[config.mk]
export PLATFORM = sky130hd
export DESIGN_NAME = sig_analyzer
export DESIGN_NICKNAME = d
export VERILOG_FILES = /design/src/rtl/sig_analyzer_pkg.sv /design/src/rtl/sig_analyzer_ctrl.sv /design/src/rtl/sig_analyzer_div.sv /design/src/rtl/sig_analyzer_cmp.sv /design/src/rtl/sig_analyzer.sv
export SDC_FILE = /design/constraint.sdc
export NUM_CORES = 1
export LEC_CHECK = 0
export ABC_AREA = 1
export ABC_CLOCK_PERIOD_IN_PS = 1200
export BUFFER_PORTS_ARGS = -buffer_cell sky130_fd_sc_hd__clkbuf_2
export CORE_AREA = 2 2 39 41
export DETAILED_ROUTE_END_ITERATION = 6
export DIE_AREA = 0 0 41 43
export PLACE_DENSITY_LB_ADDON = 0.12
export SLEW_MARGIN = 5
export SYNTH_ARGS = -nofsm -noshare
export SYNTH_HDL_FRONTEND = slang
export SYNTH_SLANG_ARGS = --single-unit
[constraint.sdc]
create_clock -name clk_i -period 1.2 [get_ports clk_i]
set_input_delay 0.24 -clock clk_i [delete_from_list [all_inputs] [get_ports clk_i]]
set_output_delay 0.24 -clock clk_i [all_outputs]
set_load 0.05 [all_outputs]
[src/rtl/sig_analyzer_pkg.sv]
package sig_analyzer_pkg;
  localparam int unsigned DEF_DEG = 5;
  localparam logic [DEF_DEG-1:0] DEF_POLY = 5'b01011;  // 1 + x + x^3 (+ x^5)

  typedef enum logic [1:0] {
    OP_HOLD  = 2'd0,
    OP_SHIFT = 2'd1,
    OP_CLEAR = 2'd2
  } op_e;
endpackage

[src/rtl/sig_analyzer_ctrl.sv]
module sig_analyzer_ctrl
  import sig_analyzer_pkg::*;
(
  input  logic clr_i,
  input  logic en_i,
  input  logic done_i,
  output op_e  op_o,
  output logic cmp_o
);
  always_comb begin
    if (clr_i)     op_o = OP_CLEAR;
    else if (en_i) op_o = OP_SHIFT;
    else           op_o = OP_HOLD;
  end

  assign cmp_o = done_i & ~clr_i;
endmodule

[src/rtl/sig_analyzer_div.sv]
module sig_analyzer_div
  import sig_analyzer_pkg::*;
#(
  parameter int unsigned       DEG  = DEF_DEG,
  parameter logic [DEG-1:0]    POLY = DEF_POLY
) (
  input  logic           clk_i,
  input  logic           rst_ni,
  input  op_e            op_i,
  input  logic           data_i,
  output logic           quot_o,
  output logic [DEG-1:0] rem_o
);
  logic [DEG-1:0] rem_q, rem_d, shifted;
  logic           fb;

  assign fb = rem_q[DEG-1];

  // modular divider: tap XOR sits in front of each stage
  generate
    for (genvar i = 0; i < DEG; i++) begin : g_stage
      if (i == 0) begin : g_head
        assign shifted[i] = data_i ^ (fb & POLY[i]);
      end else begin : g_body
        assign shifted[i] = rem_q[i-1] ^ (fb & POLY[i]);
      end
    end
  endgenerate

  always_comb begin
    unique case (op_i)
      OP_CLEAR: rem_d = '0;
      OP_SHIFT: rem_d = shifted;
      default:  rem_d = rem_q;
    endcase
  end

  always_ff @(posedge clk_i or negedge rst_ni) begin
    if (!rst_ni) rem_q <= '0;
    else         rem_q <= rem_d;
  end

  assign quot_o = fb;
  assign rem_o  = rem_q;
endmodule

[src/rtl/sig_analyzer_cmp.sv]
module sig_analyzer_cmp
  import sig_analyzer_pkg::*;
#(
  parameter int unsigned DEG = DEF_DEG
) (
  input  logic           clk_i,
  input  logic           rst_ni,
  input  op_e            op_i,
  input  logic           cmp_i,
  input  logic [DEG-1:0] sig_i,
  input  logic [DEG-1:0] golden_i,
  output logic           pass_o
);
  logic pass_q;
  logic [DEG-1:0] diff;

  assign diff = sig_i ^ golden_i;

  always_ff @(posedge clk_i or negedge rst_ni) begin
    if (!rst_ni)               pass_q <= 1'b0;
    else if (op_i == OP_CLEAR) pass_q <= 1'b0;
    else if (cmp_i)            pass_q <= ~|diff;
  end

  assign pass_o = pass_q;
endmodule

[src/rtl/sig_analyzer.sv]
module sig_analyzer
  import sig_analyzer_pkg::*;
#(
  parameter int unsigned    DEG  = DEF_DEG,
  parameter logic [DEG-1:0] POLY = DEF_POLY
) (
  input  logic           clk_i,
  input  logic           rst_ni,
  input  logic           clr_i,
  input  logic           en_i,
  input  logic           data_i,
  input  logic           done_i,
  input  logic [DEG-1:0] golden_i,
  output logic           quot_o,
  output logic [DEG-1:0] sig_o,
  output logic           pass_o
);
  op_e  op;
  logic cmp;

  sig_analyzer_ctrl u_ctrl (
    .clr_i  (clr_i),
    .en_i   (en_i),
    .done_i (done_i),
    .op_o   (op),
    .cmp_o  (cmp)
  );

  sig_analyzer_div #(.DEG(DEG), .POLY(POLY)) u_div (
    .clk_i  (clk_i),
    .rst_ni (rst_ni),
    .op_i   (op),
    .data_i (data_i),
    .quot_o (quot_o),
    .rem_o  (sig_o)
  );

  sig_analyzer_cmp #(.DEG(DEG)) u_cmp (
    .clk_i    (clk_i),
    .rst_ni   (rst_ni),
    .op_i     (op),
    .cmp_i    (cmp),
    .sig_i    (sig_o),
    .golden_i (golden_i),
    .pass_o   (pass_o)
  );
endmodule

# == Word-level counts from Yosys, hierarchy flattened ==
# Index checks and enable logic that the tools add are counted.
# totals
regBits,6
output_inout_bits,7
word_cells,19
# op_classes
eq_ne,2
n_reduce_logical,4
n_bitwise,6
muxes,5
# ops
op,count
$pmux W5 S2,1
$reduce_or A5 Y1,1
$xor A5 B5 Y5,1
$reduce_bool A2 Y1,2
$mux W1,3
$xor A1 B1 Y1,3
$eq A2 B1 Y1 const B,1
$eq A2 B2 Y1 const B,1
$mux W2,1
$and A1 B1 Y1,1
$logic_not A1 Y1,1
$not A1 Y1,1

# == Longest topological paths before layout ==
# logic_depth
depth_word,5
mapped_depth,7

# == Cells and area by module ==
# A second synthesis with hierarchy kept.
# hier_totals
cells_unflattened,76
area_unflattened_um2,452.9
# modules_own_cells
mod,cells_per_inst,instances,area_each_um2
sig_analyzer_div,37,1,275.3
sig_analyzer_cmp,34,1,155.1
sig_analyzer_ctrl,5,1,22.5

# == Worst setup path after synthesis ==
# OpenSTA, ideal clock, no wires.
# synth_timing
path_type,register to output
startpoint,register u_div.rem_q[4] (netlist: u_div.rem_o[4])
endpoint,output port sig_o[4]
stages_incl_launch_ff,2
arrival_ps,971
path_slack_ps,-11
cell_sequence,dfrtp_1 -> buf_4
# synth_lines
element,line_no,rtl
start: declaration,sig_analyzer_div.sv:14,"logic [DEG-1:0] rem_q, rem_d, shifted;"
start signal: assignment,sig_analyzer_div.sv:40,else rem_q <= rem_d;
end: declaration,sig_analyzer.sv:15,"output logic [DEG-1:0] sig_o,"
# No word-level cell between the ends.

# == Worst setup path after layout ==
# layout_timing
startpoint,register u_div.rem_q[4] (netlist: u_div.rem_o[4])
endpoint,output port sig_o[4]
# No word-level cell between the ends.

==> metrics.txt <==
run status finished clean; RSZ-0062 raised after global routing no; global-route wire length before repair 1.32 mm; CP endpoint kind output pin; Total Power Consumption a little under 0.0005 W; ys async rst share 100%; number of global-route vias before repair between 300 and 400; Final setup violation count 0; Worst Setup Slack, final slightly below 60 ps; antenna violations before repair 0; reg-to-reg setup timing slack approximately 300 ps; synthesis-to-layout area growth 40.3%; core region area between 1000 and 1500 sq um; pwr/cell area 1020 nW/um^2; DRC violation total after the first TritonRoute iteration 3; maximum ir drop on the vdd rail around 0.27 mV; Hold Fails Final Rpt 0; die boundary width roughly 40 microns; total number of vias 362; Critical Path, Cell by Cell clkbuf_4; Tcrit/Tclk final between 90% and 100%; clock latency at the later pin of the worst-skew pair between 200 and 300 ps; quantity of I/O buffers inserted on ports 17; most numerous cell types in the synthesized netlist sky130_fd_sc_hd__nand2_1, sky130_fd_sc_hd__inv_1, sky130_fd_sc_hd__dfrtp_1, sky130_fd_sc_hd__o21ai_0; post-DR wirelength/cell 8.86 microns; I/O pin count 18; post-synth top area share 43.2%; crit path max-delay cell type sky130_fd_sc_hd__dfrtp_2; critical path peak fanout 5; capturing point of the worst reg2reg path u_cmp.pass_o; kind of critical path reg2out; number of routed nets with antenna violations 0; biggest area consumer among synthesized cells sky130_fd_sc_hd__dfrtp_1; path class of the lowest-slack min-delay path in2reg; Reg2Reg Depth 6; minimum clock period after layout roughly 1100 ps; library cell used as clock root buffer sky130_fd_sc_hd__clkbuf_4; Final Routed Wirelength 771 microns; number of enable flip-flop cells after synthesis 0; post-synthesis instance total 50; largest net degree at the start of global routing 7; worst reg2reg startpoint u_div.rem_o[4]; antenna diode count 0; DRC violations left 0; crit-path leading delay family flip-flops; arrival time at the worst endpoint roughly 900 ps; Synthesized Nets 61; biggest cell delay along the critical path ~430 ps; startpoint class of the critical path register; final standard cell utilization of the core 35.3%; share of layout cells above drive strength 1 between 30 and 40%; capturing instance or port of the critical path sig_o[4]; count of yosys warnings during synthesis 0; final HPWL from detailed placement around 650 microns; relative max-transition margin 81.5%; max_cap viols 0; slew at the pin closest to its max-slew limit roughly 280 ps; Die ar. about 1800 sq um; deepest clock path buffer count 2; static power due to leakage 0.272 nW; Avg Inst Size Synth 6.96 sq um; TritonCTS clock tree done; Worst Hold Margin approximately 250 ps; clock transition at the registers of the reported paths 50 ps; cell with the most instances after synthesis sky130_fd_sc_hd__nand2_1; Placer Congestion ~0.67; Chip Height approximately 43 microns; net total in the final layout slightly above 80; starting utilization of the core area roughly 25%; Post-CTS Setup Inserts 0; synth top area cells sky130_fd_sc_hd__dfrtp_1, sky130_fd_sc_hd__nand2_1, sky130_fd_sc_hd__inv_1; worst path required time about 960 ps; Seq cells post-synth 6; max-slew violation count 0; sum of negative setup slack 0 ps; # clock sinks 6; prevailing post-synth register cell sky130_fd_sc_hd__dfrtp_1; count of buffer and inverter cells on the critical path 1; # rows 14; H-tree lvl count 1; fraction of the yosys area taken by sequential cells between 40% and 50%; worst slack at placement around 280 ps; total routing resource utilization after global routing between 10% and 20%; Clock Skews 3.43 ps; first-pass detailed-route iteration total 3; post-synth cell types 13; total number of cells along the worst setup path 1; aggregate global routing overflow 0; via-per-instance ratio approximately 4.2; CP startpoint u_div.rem_o[4]; Highest Clock Rate approximately 900 MHz; total clock buffers created by CTS 3; filler cell count in the final layout ~160; combined area of all synthesized cells roughly 350 sq um
-- what timing repair did --
| item | in CTS | in global routing |
|---|---|---|
| resized for setup | 0 | 4 |
| hold buffers | 1 | 0 |
| hold endpoints to repair | 6 | 0 |
| endpoints found under the setup margin | 0 | 2 |
-- metal layers --
| metal | GRT usage, % | part of all wire (%) |
|---|---|---|
| met5 | 0 | 0 |
| met4 | 8.00 | 2.5 |
| met1 | 14.0 | 49 |
| met3 | 6.28 | 7.4 |
| met2 | 15.3 | 41 |
-- registers in the layout (all words and copies together), names as in the netlist --
name and flops:
u_cmp.pass_o 1, u_div.rem_o 5
-- cell type report --
cell class | count | area, sq um | share of cell area, %
well taps | 16 | 20.0 | 4.10
clock buffers | 4 | 26.3 | 5.38
flip-flops and latches | 6 | 151 | 31.0
repair buffers | 18 | 100 | 20.5
inverters | 10 | 37.5 | 7.69
multi-input cells | 33 | 153 | 31.3
-- per-stage QoR --
| stage | instance area [sq um] | std cells |
|---|---|---|
| floorplan | 349 | 50 |
| global placement | 447 | 82 |
| detailed placement | 447 | 82 |
| CTS | 483 | 87 |
| global route | 488 | 87 |
| finish | 488 | 87 |
-- layout by cell type (no fill, tap or decap), drive strengths merged --
| master | netlist | final |
|---|---|---|
| clkbuf | 0 | 21 |
| nand2 | 16 | 16 |
| inv | 10 | 10 |
| dfrtp | 6 | 6 |
| o21ai | 5 | 5 |
| o22ai | 3 | 3 |
| nor2 | 3 | 3 |
| nand3 | 2 | 2 |
| a21oi | 2 | 2 |
| or2 | 1 | 1 |
| xnor2 | 1 | 1 |
| dlygate4sd3 | 0 | 1 |
-- worst min-delay path: cells and delay by family --
kind	cells	cell delay (ps)
buffers and inverters	1	90
and+or+nand+nor	3	120
-- power breakdown --
| group | leakage [nW] | total [W] | switching [W] | internal [W] |
|---|---|---|---|---|
| clock network | 0.0150 | 0.000206 | 0.0000798 | 0.000126 |
| registers | 0.0811 | 0.000211 | 0.00000330 | 0.000207 |
| logic | 0.176 | 0.0000800 | 0.0000499 | 0.0000301 |
-- cell families (layout without fill, tap and decap cells) --
kind of cell	after synthesis	in the layout	share of synthesized area (%)
DFF	6	6	43.2
AOI/OAI and AO/OA	10	10	15.5
and+or+nand+nor	22	22	25.9
buffers and inverters	11	32	12.9
xor gates and xnor gates	1	1	2.52
-- how the worst min path moves through the flow --
stage                     startpoint              to  slack [ps]  cells past startpoint
final                         done_i    u_cmp.pass_o         250                      4
after global routing          done_i    u_cmp.pass_o         280                      4
after CTS                     done_i    u_cmp.pass_o         250                      4
after detailed placement      rst_ni    u_cmp.pass_o          80                      1
after global placement        rst_ni  u_div.rem_o[2]          80                      1
after floorplan               rst_ni    u_cmp.pass_o         -60                      0
(Power assumes the default switching activity.)
